--- config.mk ---
export PLATFORM = sky130hd
export DESIGN_NAME = odr_detect
export DESIGN_NICKNAME = d
export VERILOG_FILES = /design/src/rtl/odr_pkg.sv /design/src/rtl/odr_prescaler.sv /design/src/rtl/odr_sync.sv /design/src/rtl/odr_channel.sv /design/src/rtl/odr_detect.sv
export SDC_FILE = /design/constraint.sdc
export NUM_CORES = 1
export LEC_CHECK = 0
export ABC_AREA = 1
export CORE_ASPECT_RATIO = 2
export CORE_UTILIZATION = 50
export CTS_CLUSTER_DIAMETER = 200
export DETAILED_ROUTE_END_ITERATION = 16
export HOLD_SLACK_MARGIN = 0.1
export PLACE_DENSITY = 0.73
export SLEW_MARGIN = 10
export SYNTH_ARGS = -nofsm -noshare
export SYNTH_HDL_FRONTEND = slang
export SYNTH_SLANG_ARGS = --single-unit
--- constraint.sdc ---
create_clock -name clk -period 2.9 [get_ports clk]
set_input_delay 0.58 -clock clk [delete_from_list [all_inputs] [get_ports clk]]
set_output_delay 0.58 -clock clk [all_outputs]
set_load 0.01 [all_outputs]
--- src/rtl/odr_pkg.sv ---
package odr_pkg;

    localparam logic [1:0] MODE_EDGE = 2'b00;
    localparam logic [1:0] MODE_DIV_A = 2'b01;
    localparam logic [1:0] MODE_DIV_B = 2'b10;
    localparam logic [1:0] MODE_DIV_C = 2'b11;

    localparam int N_RATES = 3;

    typedef enum logic [1:0] {
        CH_WATCH    = 2'd0,
        CH_HELD     = 2'd1,
        CH_RELEASED = 2'd2,
        CH_CLR_PEND = 2'd3
    } ch_state_t;

endpackage

--- src/rtl/odr_prescaler.sv ---
module odr_prescaler #(
    parameter int DIV_A = 8,
    parameter int DIV_B = 16,
    parameter int DIV_C = 128
) (
    input  logic       clk,
    input  logic       rst_n,
    output logic [2:0] stb
);
    // All dividers are powers of two and DIV_C is the largest one.
    localparam int PW = (DIV_C > 1) ? $clog2(DIV_C) : 1;
    localparam int DIVS [3] = '{DIV_A, DIV_B, DIV_C};

    logic [PW-1:0] cnt_q;

    always_ff @(posedge clk) begin
        if (!rst_n) cnt_q <= '0;
        else        cnt_q <= cnt_q + 1'b1;
    end

    for (genvar k = 0; k < 3; k++) begin : g_tap
        localparam logic [PW-1:0] MASK = PW'(DIVS[k] - 1);
        assign stb[k] = ((cnt_q & MASK) == MASK);
    end

endmodule

--- src/rtl/odr_sync.sv ---
module odr_sync #(
    parameter int W = 4
) (
    input  logic         clk,
    input  logic         rst_n,
    input  logic [W-1:0] d,
    output logic [W-1:0] q
);
    logic [W-1:0] s1_q, s2_q;

    // Reset to all ones: the pins are active low, so idle is high.
    always_ff @(posedge clk) begin
        if (!rst_n) begin
            s1_q <= '1;
            s2_q <= '1;
        end else begin
            s1_q <= d;
            s2_q <= s1_q;
        end
    end

    assign q = s2_q;

endmodule

--- src/rtl/odr_channel.sv ---
module odr_channel
    import odr_pkg::*;
#(
    parameter int RUN_LEN = 16
) (
    input  logic       clk,
    input  logic       rst_n,
    input  logic [1:0] mode,
    input  logic       mode_chg,
    input  logic       pin_s,
    input  logic [2:0] stb,
    input  logic       clr_req,
    output logic       flag,
    output logic       smp_stb
);
    localparam int CW = $clog2(RUN_LEN + 1);
    localparam logic [CW-1:0] LAST = CW'(RUN_LEN - 1);
    localparam logic [CW-1:0] SAT  = CW'(RUN_LEN);

    ch_state_t     st_q, st_d;
    logic [CW-1:0] cnt_q, cnt_d;
    logic          prev_q, prev_d;
    logic          lvl_mode, fall, smp_lo, smp_hi;

    // Pick the sample strobe that belongs to the current mode.
    always_comb begin
        unique case (mode)
            MODE_EDGE:  smp_stb = 1'b0;
            MODE_DIV_A: smp_stb = stb[0];
            MODE_DIV_B: smp_stb = stb[1];
            MODE_DIV_C: smp_stb = stb[2];
        endcase
    end

    assign lvl_mode = (mode != MODE_EDGE);
    assign fall     = prev_q & ~pin_s;
    assign smp_lo   = smp_stb & ~pin_s;
    assign smp_hi   = smp_stb & pin_s;

    // State register.
    always_ff @(posedge clk) begin
        if (!rst_n) begin
            st_q   <= CH_WATCH;
            cnt_q  <= '0;
            prev_q <= 1'b1;
        end else begin
            st_q   <= st_d;
            cnt_q  <= cnt_d;
            prev_q <= prev_d;
        end
    end

    // Next-state logic.
    always_comb begin
        st_d   = st_q;
        cnt_d  = cnt_q;
        prev_d = mode_chg ? 1'b0 : pin_s;
        unique case (st_q)
            CH_WATCH: begin
                if (mode_chg) begin
                    cnt_d = '0;
                end else if (!lvl_mode) begin
                    if (fall) st_d = CH_RELEASED;
                end else if (smp_hi) begin
                    cnt_d = '0;
                end else if (smp_lo) begin
                    if (cnt_q == LAST) begin
                        st_d  = CH_HELD;
                        cnt_d = SAT;
                    end else begin
                        cnt_d = cnt_q + 1'b1;
                    end
                end
            end
            CH_HELD: begin
                if (clr_req)     st_d = smp_hi ? CH_WATCH : CH_CLR_PEND;
                else if (smp_hi) st_d = CH_RELEASED;
            end
            CH_RELEASED: begin
                if (clr_req) st_d = CH_WATCH;
            end
            CH_CLR_PEND: begin
                if (smp_hi) st_d = CH_WATCH;
            end
            default: st_d = CH_WATCH;
        endcase
        if ((st_q != CH_WATCH) && (st_d == CH_WATCH)) cnt_d = '0;
    end

    // Outputs.
    always_comb begin
        flag = (st_q != CH_WATCH);
    end

endmodule

--- src/rtl/odr_detect.sv ---
module odr_detect
    import odr_pkg::*;
#(
    parameter int N_PINS  = 4,
    parameter int RUN_LEN = 16,
    parameter int DIV_A   = 8,
    parameter int DIV_B   = 16,
    parameter int DIV_C   = 128
) (
    input  logic                  clk,
    input  logic                  rst_n,
    input  logic [N_PINS-1:0]     req_n,
    input  logic                  reg_rd,
    input  logic                  reg_wr,
    input  logic [4*N_PINS-1:0]   reg_wdata,
    output logic [4*N_PINS-1:0]   reg_rdata,
    output logic                  irq,
    output logic                  hiz_req
);
    localparam int REG_W    = 4 * N_PINS;
    localparam int EN_BIT   = N_PINS;
    localparam int MODE_LSB = 2 * N_PINS;

    logic [N_PINS-1:0]      pin_s;
    logic [2:0]             stb;
    logic [N_PINS-1:0]      flag_w, arm_q, sel_strb, mode_chg, clr_req;
    logic [N_PINS-1:0][1:0] mode_q;
    logic [2*N_PINS-1:0]    mode_flat;
    logic                   en_q;

    odr_sync #(.W(N_PINS)) u_sync (
        .clk   (clk),
        .rst_n (rst_n),
        .d     (req_n),
        .q     (pin_s)
    );

    odr_prescaler #(.DIV_A(DIV_A), .DIV_B(DIV_B), .DIV_C(DIV_C)) u_presc (
        .clk   (clk),
        .rst_n (rst_n),
        .stb   (stb)
    );

    for (genvar i = 0; i < N_PINS; i++) begin : g_ch
        assign mode_chg[i] = reg_wr && !flag_w[i]
                             && (reg_wdata[MODE_LSB+2*i +: 2] != mode_q[i]);
        assign clr_req[i]  = reg_wr && !reg_wdata[i] && arm_q[i] && flag_w[i];
        assign mode_flat[2*i +: 2] = mode_q[i];

        odr_channel #(.RUN_LEN(RUN_LEN)) u_ch (
            .clk      (clk),
            .rst_n    (rst_n),
            .mode     (mode_q[i]),
            .mode_chg (mode_chg[i]),
            .pin_s    (pin_s[i]),
            .stb      (stb),
            .clr_req  (clr_req[i]),
            .flag     (flag_w[i]),
            .smp_stb  (sel_strb[i])
        );
    end

    // Control/status word: enable, modes, and per-flag read arming.
    always_ff @(posedge clk) begin
        if (!rst_n) begin
            en_q   <= 1'b0;
            mode_q <= '0;
            arm_q  <= '0;
        end else if (reg_wr) begin
            en_q  <= reg_wdata[EN_BIT];
            arm_q <= '0;
            for (int i = 0; i < N_PINS; i++) begin
                if (mode_chg[i]) mode_q[i] <= reg_wdata[MODE_LSB+2*i +: 2];
            end
        end else if (reg_rd) begin
            arm_q <= flag_w;
        end
    end

    always_comb begin
        reg_rdata = '0;
        reg_rdata[N_PINS-1:0] = flag_w;
        reg_rdata[EN_BIT]     = en_q;
        for (int i = 0; i < N_PINS; i++) begin
            reg_rdata[MODE_LSB+2*i +: 2] = mode_q[i];
        end
    end

    assign hiz_req = |flag_w;
    assign irq     = en_q & (|flag_w);

endmodule

==> results.cfg <==
[die]
ioPinCount = 42
die-area_um2 = 7000
fp.dieW_um = 59.6
rows = 41
core_um2 = 6360
start_util_pct = 52.2
die_height_um = 117

[yosys]
yosysUniqueCellTypes = 35
async_reset_ff_share_pct = 0
ys_seq_area_share_pct = 36.1
syn_inst = 472
synth-main-ff-cell = dfxtp_1
synth-seq-cells = 60
synth_edf_count = 0
synthesis.area_um2 = 3320
syn_area_per_cell_um2 = 7.04
yosysWarnings = 0

[route]
drtIter0Drc = 118
drt_pass1_iterations = 4
ant_nets = 0
top_layer = met4
drc = 0
vias = 3055
drt-met1-wl_mm = 2.82
totalWireLength_mm = 7.11
dr_wl_met3_um = 236
routedWlPerCell_um = 11.9
wl_met2_mm = 3.79
vias_per_cell = 5.09

[setup_path]
cp-start-kind = register
cp_slowest_cell = clkdlybuf4s50_1
cp-end-kind = output port
r2r_setup_slack_ns = 1.10
crit_type = reg -> out
critPathBufInv = 1
max_stage_delay_ns = 0.46
cp_data_arrival_time_ns = 1.71
cp_top_family = simple AND/OR/NAND/NOR gates
cp_data_required_time_ns = 2.32
worst-path-max-fanout = 7
cp_cell_sequence = nor2_4 > nand4_1 > and2_1 > clkdlybuf4s50_1

[place]
dp_hpwl_mm = 5.38
io_buffers = 35
place_congestion = 0.831

[global_route]
grt_max_degree = 23
grt_pass1_vias = 2877
grt_overflow = 0
grt_usage_pct = 22.8
antenna_found_initial = 0
grt_pass1_wl_mm = 11.9

[timing]
final_hold_viol_count = 0
final.min_clock_period_ns = 2.29
tns_ns = 0
slew_headroom_pct = 61.6
slew_viol_final = 0
fin_crit_sh_pct = 78.8
max_freq_ghz = 0.437
setup_viol = 0
grt_setup_unrepaired = false
clock-skew-final_ns = 0.00473
tightestPinTransition_ns = 0.575

[cts]
cts_sinks = 60
cts-hold-fix-buffers = 0
cts-root-buf = clkbuf_16
clk-insertion-delay-late_ns = 0.33
cts_setup_buffers = 0
path_clk_slew_ns = 0.05
numCtsBuffers = 9
postCtsResizedCells = 0
cts_max_level = 3
cts_tree = yes
cts_buffer_depth = 2

[layout]
layout_commonest_cell = nand2_1
final_nets = 543
insertedDiodeCount = 0
drive_gt1_share_pct = 12.5
syn2layout_area_growth_pct = 20.3
layout_common_cells = nand2_1 (83), nor2_1 (69), dfxtp_1 (60), inv_1 (55), nand3_1 (36)

[job]
drv_cap = 0

[run_status]
status = finished, final reports clean

[worst_hold_path]
hold_path.class = reg -> reg

[pwr]
total_power_uw = 2230
power_density_nw_per_um2 = 557
p_leak_uw = 0.00173
vdd_drop_max_v = 0.000443
==> cells in the mapped netlist (2+ instances only) <==
library cell	count	area share, %
nand2_1	83	9.4
nor2_1	69	7.8
dfxtp_1	60	36
inv_1	55	6.2
nand3_1	36	5.4
a21oi_1	32	4.8
o21ai_0	24	3.6
nand2_2	12	2.3
ha_1	10	3.8
or2_2	10	1.9
buf_4	9	2.0
nand4_1	9	1.7
xnor2_1	8	2.1
inv_2	7	0.79
nor2_4	7	2.4
nand2_4	5	1.7
nor3_1	5	0.75
a211oi_1	4	0.90
a21oi_2	4	1.1
nor3b_1	3	0.68
o31ai_1	3	0.68
xor2_1	3	0.79
clkbuf_1	2	0.23
==> area by class of cell <==
type / count / area (µm²)
inverters: 62 / 233
well taps: 86 / 108
clock inverters: 1 / 5.00
multi-input cells: 340 / 1820
clock buffers: 15 / 278
repair buffers: 36 / 358
fillers: 616 / 2360
flip-flops and latches: 60 / 1200
==> power by group <==
part	total [µW]	switching, µW	internal, µW
registers	910	38.7	872
clock network	999	353	646
logic	319	176	143
total	2230	568	1660
==> registers in the layout, summed over array words and instances, names as in the netlist, 4 cells and up <==
name,count
u_presc.cnt_q,7
u_sync.q,4
g_ch.u_ch.st_q,8
u_sync.s1_q,4
g_ch.u_ch.prev_q,4
g_ch.u_ch.cnt_q,20
reg_rdata,8
arm_q,4
==> routing by layer <==
layer	vias to the layer above	track usage, %
li1	1590	-
met1	1381	23.6
met2	64	38.9
met3	20	4.62
met4	0	17.1
met5	-	0
==> through the flow <==
stage | instances | cell area, µm² | worst slack (ns) | utilization [%] | hold WS, ns
2_1_floorplan | 474 | 3330 | 1.31 | - | 0.393
3_3_place_gp | 584 | 3720 | 0.551 | 58.4 | 0.396
3_5_place_dp | 584 | 3720 | 0.543 | 58.4 | 0.398
4_1_cts | 600 | 4000 | 0.596 | 62.9 | 0.409
5_1_grt | 600 | 4000 | 0.529 | 62.9 | 0.423
6_report | 600 | 4000 | 0.614 | 62.9 | 0.407
==> worst paths after layout <==
check / startpoint / to / depth (start not counted)
setup / recovery: g_ch[1].u_ch.st_q[0] / irq / 4
hold / removal: u_sync.s1_q[2] / u_sync.q[2] / 1
setup reg to reg: u_presc.cnt_q[0] / g_ch[0].u_ch.cnt_q[0] / 9
hold reg to reg: u_sync.s1_q[2] / u_sync.q[2] / 1
==> logic make-up (layout without fill, tap and decap cells) <==
kind of cell / Yosys count / in the layout / share of synthesized area, %
other cells: 1 / 3 / 0.113
flops: 60 / 60 / 36.1
fa+ha+maj: 10 / 10 / 3.77
xor+xnor: 11 / 11 / 2.90
simple gates: 247 / 247 / 36.1
buf+inv: 74 / 114 / 9.41
compound gates: 69 / 69 / 11.6
No activity file was read; power rests on OpenSTA's default activity.
